## config.mk

```make
export PLATFORM = sky130hd
export DESIGN_NAME = sint_to_f64_merge
export DESIGN_NICKNAME = d
export VERILOG_FILES = /design/src/rtl/cvt_pkg.sv /design/src/rtl/cvt_norm.sv /design/src/rtl/cvt_round.sv /design/src/rtl/cvt_merge.sv /design/src/rtl/sint_to_f64_merge.sv
export SDC_FILE = /design/constraint.sdc
export NUM_CORES = 1
export LEC_CHECK = 0
export ABC_CLOCK_PERIOD_IN_PS = 2000
export BUFFER_PORTS_ARGS = -buffer_cell sky130_fd_sc_hd__buf_2
export CORE_AREA = 2 2 281 283
export DETAILED_ROUTE_END_ITERATION = 8
export DIE_AREA = 0 0 283 285
export GPL_TIMING_DRIVEN = 0
export MAX_ROUTING_LAYER = met4
export PLACE_DENSITY_LB_ADDON = 0.3
export SLEW_MARGIN = 5
export SYNTH_ARGS = -nofsm -noshare
export SYNTH_HDL_FRONTEND = slang
export SYNTH_SLANG_ARGS = --single-unit
```

## constraint.sdc

```tcl
create_clock -name clk -period 2 [get_ports clk]
set_clock_uncertainty 0.15 [all_clocks]
set_input_delay 0.1 -clock clk [delete_from_list [all_inputs] [get_ports clk]]
set_output_delay 0.1 -clock clk [all_outputs]
set_load 0.01 [all_outputs]
```

## src/rtl/cvt_pkg.sv

```systemverilog
package cvt_pkg;
    typedef enum logic [1:0] {
        RC_NEAR = 2'b00,
        RC_DOWN = 2'b01,
        RC_UP   = 2'b10,
        RC_ZERO = 2'b11
    } rc_e;

    typedef enum logic {
        ST_EMPTY = 1'b0,
        ST_FULL  = 1'b1
    } occ_e;

    localparam int F64_W  = 64;
    localparam int FRAC_W = 52;
    localparam int EXP_W  = 11;
    localparam int BIAS   = 1023;
endpackage

```

## src/rtl/cvt_norm.sv

```systemverilog
module cvt_norm #(
    parameter int SRC_W    = 64,
    parameter int NARROW_W = 32,
    localparam int POS_W   = $clog2(SRC_W)
) (
    input  logic [SRC_W-1:0] src,
    input  logic             wide,
    output logic             sign,
    output logic             zero,
    output logic [POS_W-1:0] lead,
    output logic [SRC_W-1:0] norm
);
    logic [SRC_W-1:0] sel;
    logic [SRC_W-1:0] mag;

    always_comb begin
        if (wide) sel = src;
        else      sel = {{(SRC_W-NARROW_W){src[NARROW_W-1]}}, src[NARROW_W-1:0]};
        sign = sel[SRC_W-1];
        mag  = sign ? (~sel + 1'b1) : sel;
        zero = (mag == '0);
    end

    always_comb begin
        lead = '0;
        for (int i = 0; i < SRC_W; i++) begin
            if (mag[i]) lead = POS_W'(i);
        end
    end

    assign norm = mag << (POS_W'(SRC_W-1) - lead);
endmodule

```

## src/rtl/cvt_round.sv

```systemverilog
module cvt_round
    import cvt_pkg::*;
#(
    parameter int SRC_W  = 64,
    localparam int POS_W = $clog2(SRC_W),
    localparam int GRS_W = SRC_W - 1 - FRAC_W
) (
    input  logic             sign,
    input  logic             zero,
    input  logic [POS_W-1:0] lead,
    input  logic [SRC_W-1:0] norm,
    input  logic [1:0]       rc,
    output logic [F64_W-1:0] result,
    output logic             inexact
);
    logic [FRAC_W-1:0] frac;
    logic [GRS_W-1:0]  tail;
    logic              guard;
    logic              rest;
    logic              up;
    logic [FRAC_W:0]   sum;
    logic [EXP_W-1:0]  expo;

    always_comb begin
        frac    = norm[SRC_W-2 -: FRAC_W];
        tail    = norm[GRS_W-1:0];
        guard   = tail[GRS_W-1];
        rest    = |tail[GRS_W-2:0];
        inexact = |tail;
        unique case (rc_e'(rc))
            RC_NEAR: up = guard & (rest | frac[0]);
            RC_DOWN: up = inexact & sign;
            RC_UP:   up = inexact & ~sign;
            RC_ZERO: up = 1'b0;
        endcase
        sum  = {1'b0, frac} + (FRAC_W+1)'(up);
        expo = EXP_W'(BIAS) + EXP_W'(lead) + EXP_W'(sum[FRAC_W]);
        if (zero) result = '0;
        else      result = {sign, expo, sum[FRAC_W-1:0]};
    end
endmodule

```

## src/rtl/cvt_merge.sv

```systemverilog
module cvt_merge #(
    parameter int VEC_W  = 256,
    parameter int LANE_W = 64,
    parameter int SRC1_W = 128,
    localparam int LANES = VEC_W / LANE_W,
    localparam int S1_LN = SRC1_W / LANE_W
) (
    input  logic [LANE_W-1:0] lane0,
    input  logic [VEC_W-1:0]  dst_old,
    input  logic [SRC1_W-1:0] src1,
    input  logic              vex,
    output logic [VEC_W-1:0]  merged
);
    for (genvar k = 0; k < LANES; k++) begin : g_lane
        if (k == 0) begin : g_res
            assign merged[LANE_W-1:0] = lane0;
        end else if (k < S1_LN) begin : g_src1
            assign merged[k*LANE_W +: LANE_W] =
                vex ? src1[k*LANE_W +: LANE_W] : dst_old[k*LANE_W +: LANE_W];
        end else begin : g_upper
            assign merged[k*LANE_W +: LANE_W] =
                vex ? '0 : dst_old[k*LANE_W +: LANE_W];
        end
    end
endmodule

```

## src/rtl/sint_to_f64_merge.sv

```systemverilog
module sint_to_f64_merge
    import cvt_pkg::*;
#(
    parameter int SRC_W    = 64,
    parameter int NARROW_W = 32,
    parameter int VEC_W    = 256,
    parameter int SRC1_W   = 128,
    localparam int POS_W   = $clog2(SRC_W)
) (
    input  logic              clk,
    input  logic              rst_n,
    input  logic              in_valid,
    input  logic [SRC_W-1:0]  in_int,
    input  logic [SRC1_W-1:0] in_src1,
    input  logic [VEC_W-1:0]  in_dst,
    input  logic              in_mode64,
    input  logic              in_size64,
    input  logic              in_vex,
    input  logic [1:0]        in_rc,
    output logic              out_valid,
    output logic [VEC_W-1:0]  out_dst,
    output logic              out_inexact
);
    occ_e             state, state_nx;
    logic             n_sign, n_zero;
    logic [POS_W-1:0] n_lead;
    logic [SRC_W-1:0] n_norm;
    logic [F64_W-1:0] r_val;
    logic             r_inx;
    logic [VEC_W-1:0] m_dst;

    cvt_norm #(.SRC_W(SRC_W), .NARROW_W(NARROW_W)) u_norm (
        .src(in_int), .wide(in_mode64 & in_size64),
        .sign(n_sign), .zero(n_zero), .lead(n_lead), .norm(n_norm)
    );

    cvt_round #(.SRC_W(SRC_W)) u_round (
        .sign(n_sign), .zero(n_zero), .lead(n_lead), .norm(n_norm),
        .rc(in_rc), .result(r_val), .inexact(r_inx)
    );

    cvt_merge #(.VEC_W(VEC_W), .LANE_W(F64_W), .SRC1_W(SRC1_W)) u_merge (
        .lane0(r_val), .dst_old(in_dst), .src1(in_src1),
        .vex(in_vex), .merged(m_dst)
    );

    always_comb begin
        unique case (state)
            ST_EMPTY: state_nx = in_valid ? ST_FULL : ST_EMPTY;
            ST_FULL:  state_nx = in_valid ? ST_FULL : ST_EMPTY;
        endcase
    end

    always_ff @(posedge clk or negedge rst_n) begin
        if (!rst_n) state <= ST_EMPTY;
        else        state <= state_nx;
    end

    always_ff @(posedge clk or negedge rst_n) begin
        if (!rst_n) begin
            out_dst     <= '0;
            out_inexact <= 1'b0;
        end else if (in_valid) begin
            out_dst     <= m_dst;
            out_inexact <= r_inx;
        end
    end

    assign out_valid = (state == ST_FULL);
endmodule

```

==> reports/results.tsv <==
stage	metric	value	unit
floorplan	Vert. Die Dim	285	µm
drt	ANT nets after route	0	
clock_tree	root buffer cell	clkbuf_16	
clock_tree	cts bufs inserted	29	
grt	Overflow after GRT	0	
final_layout	share of cells above drive strength 1	39.3	%
sta	Final Max Tran Viols	0	
critical_path	Max stage delay on crit path	0.48	ns
sta	setup TNS	-285.24	ns
place	Placed Instances	4502	
logic_synthesis	ys async rst share	100	%
clock_tree	CTS tree	yes	
logic_synthesis	synthesized flop and latch total	258	
logic_synthesis	Synth Instances	2888	
outcome	status	finished, violations left	
sta	Worst-Margin Slew	0.954	ns
clock_tree	CTS Sinks	258	
grt	initial antenna violation count	3	
floorplan	core area	0.0780	mm²
logic_synthesis	Synth cell types	105	
logic_synthesis	ranking of synthesized cells by area	dfrtp_1 (28%), mux2i_1 (5.9%), o21ai_0 (5.0%)	
critical_path	Setup crit end kind	register	
critical_path	Critical R2R Launch	out_dst[48]$_DFFE_PN0P_	
grt	number of global-route vias before repair	30505	
logic_synthesis	top_reg_cell synth	dfrtp_1	
sta	count of final hold-check violations	47	
flow_run	Max-cap violations	0	
final_layout	area of the multi-input gates	0.0178	mm²
min_path	Hold Crit Class	in -> async	
critical_path	FF-to-FF path depth	2	
clock_tree	Max Buffers Root-to-Sink	3	
sta	Hold WS	-0.186	ns
logic_synthesis	most frequent cell after synthesis	dfrtp_1	
sta	Final setup viols	68	
logic_synthesis	top cells by count, synth	dfrtp_1 (258), nor2_1 (249), o21ai_0 (226)	
final_layout	final std cells w/o fill	5149	
final_layout	Sequential Area	0.00646	mm²
sta	fin worst setup slack	-4.87	ns
floorplan	Top Ports	714	
logic_synthesis	Post-synth EDFFs	0	
critical_path	FF-to-FF End	out_dst[48]$_DFFE_PN0P_	
floorplan	FP Rows	103	
critical_path	Max FO, Critical Path	10	
sta	FMAX	0.145	GHz
grt	first-pass GRT wire length	214000	µm
floorplan	die width	283	µm
drt	DR vias/cell	6.12	
drt	drt wl/cell	29.3	µm
drt	DR iter-0 viols	4019	
drt	first-pass detailed-route iteration total	6	
sta	RSZ-0062 raised after global routing	true	
pwr	Power Total	27.5	mW
sta	period utilization	344	%
place	DP HPWL	112000	µm
place	final RePlAce weighted congestion	1.06	
floorplan	Die ar.	0.0807	mm²
clock_tree	CTS H-tree depth	1	
logic_synthesis	Synthesis Warnings	0	
clock_tree	Post-CTS Hold Fix Bufs	258	
final_layout	Area growth, synth to finish	65.4	%
place	Buffers on Ports	561	
drt	DRC viols	0	
logic_synthesis	register area share after synthesis	28.5	%
clock_tree	clk slew on worst S/H paths	0.06	ns
pwr	Static Leak	16.0	nW
logic_synthesis	Mapped Area	0.0227	mm²
critical_path	Critical Path RT	2.41	ns
place	pre-CTS setup slack	-8.42	ns
critical_path	reg2reg setup slack	0.91	ns
sta	min Tclk post-route	6.87	ns
sta	Slew HR	36.4	%
grt	largest net degree at the start of global routing	108	
pwr	PwrDens	735	mW/mm²
outcome	failing checks	hold timing, setup timing	
critical_path	most frequent CP cell	buf_4	
clock_tree	clk_lat worst skew	0.62	ns
final_layout	NumNets Final	4543	
critical_path	crit path kind	in -> reg	
critical_path	Critical-path top delay cell	or3_4	
logic_synthesis	biggest area consumer among synthesized cells	dfrtp_1	
logic_synthesis	area fraction of the dominant cell type after synthesis	28.5	%
drt	via count	31515	
logic_synthesis	Avg Inst Size Synth	7.85	µm²
drt	routed wire length	151000	µm
floorplan	Initial Util	29.1	%
final_layout	Fill cells	7351	
critical_path	Worst Setup Start Kind	input port	
pwr	Peak VDD IR	595	µV
grt	GR Util All Layers	36.5	%
critical_path	critical path arrival	7.28	ns
logic_synthesis	total nets after synthesis	3352	
==> worst max-delay path by stage <==
stage / from / endpoint / slack (ns) / cells past startpoint
after floorplan: in_int[3] / out_dst[49]$_DFFE_PN0P_ / -4.65 / 32
after global placement: in_size64 / out_dst[56]$_DFFE_PN0P_ / -8.59 / 31
after detailed placement: in_size64 / out_dst[54]$_DFFE_PN0P_ / -8.42 / 31
after CTS: in_int[3] / out_dst[49]$_DFFE_PN0P_ / -4.45 / 32
after global routing: in_int[0] / out_dst[49]$_DFFE_PN0P_ / -4.98 / 35
final: in_size64 / out_dst[49]$_DFFE_PN0P_ / -4.87 / 34
==> placed cells by master (no fill, tap or decap), types with 27 or more instances in the layout <==
cell and instances:
nor3_1 58, buf_12 34, xnor2_1 37, nand4_1 45, nand3_1 95, mux2i_1 112, or3_1 29, nand2_1 167
clkbuf_2 29, a22o_1 31, o211ai_1 33, buf_6 57, o21ai_0 192, a31oi_1 27, buf_4 322, nor2_1 212
a211oi_1 29, inv_1 146, dfrtp_1 258, nand3b_1 131, a21oi_1 155, buf_2 567, clkbuf_16 36, dlygate4sd3_1 258
clkbuf_1 82
==> where the power goes <==
part | switching, mW | leakage [nW] | internal [mW]
clock network | 2.30 | 0.450 | 3.03
registers | 0.534 | 3.19 | 5.95
logic | 9.68 | 12.4 | 6.04
total | 12.5 | 16.0 | 15.0
==> through the flow <==
stage | area [µm²] | hold WS [ns] | utilization [%]
after floorplan | 23200 | -0.346 | -
after global placement | 27400 | 0.174 | 35.1
after detailed placement | 27400 | -0.117 | 35.2
after CTS | 35900 | -0.156 | 46.1
after global routing | 37500 | -0.141 | 48.1
final | 37500 | -0.186 | 48.1
==> logic make-up (layout without fill, tap and decap cells) <==
logic type                 count (synthesis)  in the layout  share of synthesized area [%]
buffers and inverters                    396           1603                           7.18
other                                      0              4                              0
muxes                                    152            152                           6.81
and+or+nand+nor                         1054           1054                           25.2
xor gates and xnor gates                 100            100                           3.86
adders and majority gates                  8              8                          0.442
DFF                                      258            258                           28.5
AOI/OAI and AO/OA                        920            920                           28.0
==> sequential cells by signal, summed over array words and instances (netlist names) <==
register	cells
out_valid	1
out_dst	256
out_inexact	1
==> layout make-up <==
type	count	share of cell area, %
plain buffers	231	5.27
well taps	1050	3.50
multi-input cells	2234	47.6
diodes	4	0.0267
clock buffers	41	2.24
clock inverters	6	0.214
repair buffers	1170	22.3
inverters	155	1.64
flip-flops and latches	258	17.2
==> worst max-delay path: cells and delay by family <==
family | cells | cell delay (ns)
compound gates | 9 | 1.98
fa+ha+maj | 1 | 0.20
buf+inv | 8 | 1.43
simple gates | 16 | 3.51
==> timing repair <==
| action | in CTS | in global routing |
|---|---|---|
| buffers inserted | 256 | 90 |
| endpoints found under the hold margin | 346 | 47 |
| resized for setup | 690 | 205 |
| endpoints found under the setup margin | 257 | 82 |
| gates cloned | 2 | 1 |
| pin swaps | 182 | 119 |
==> routing by layer <==
metal | wire, µm | share of wire [%] | global-route usage, %
met1 | 56200 | 37 | 43.8
met2 | 67900 | 45 | 57.1
met3 | 17100 | 11 | 9.29
met4 | 9780 | 6.5 | 17.8
met5 | 0 | 0 | -
(Power assumes the default switching activity.)
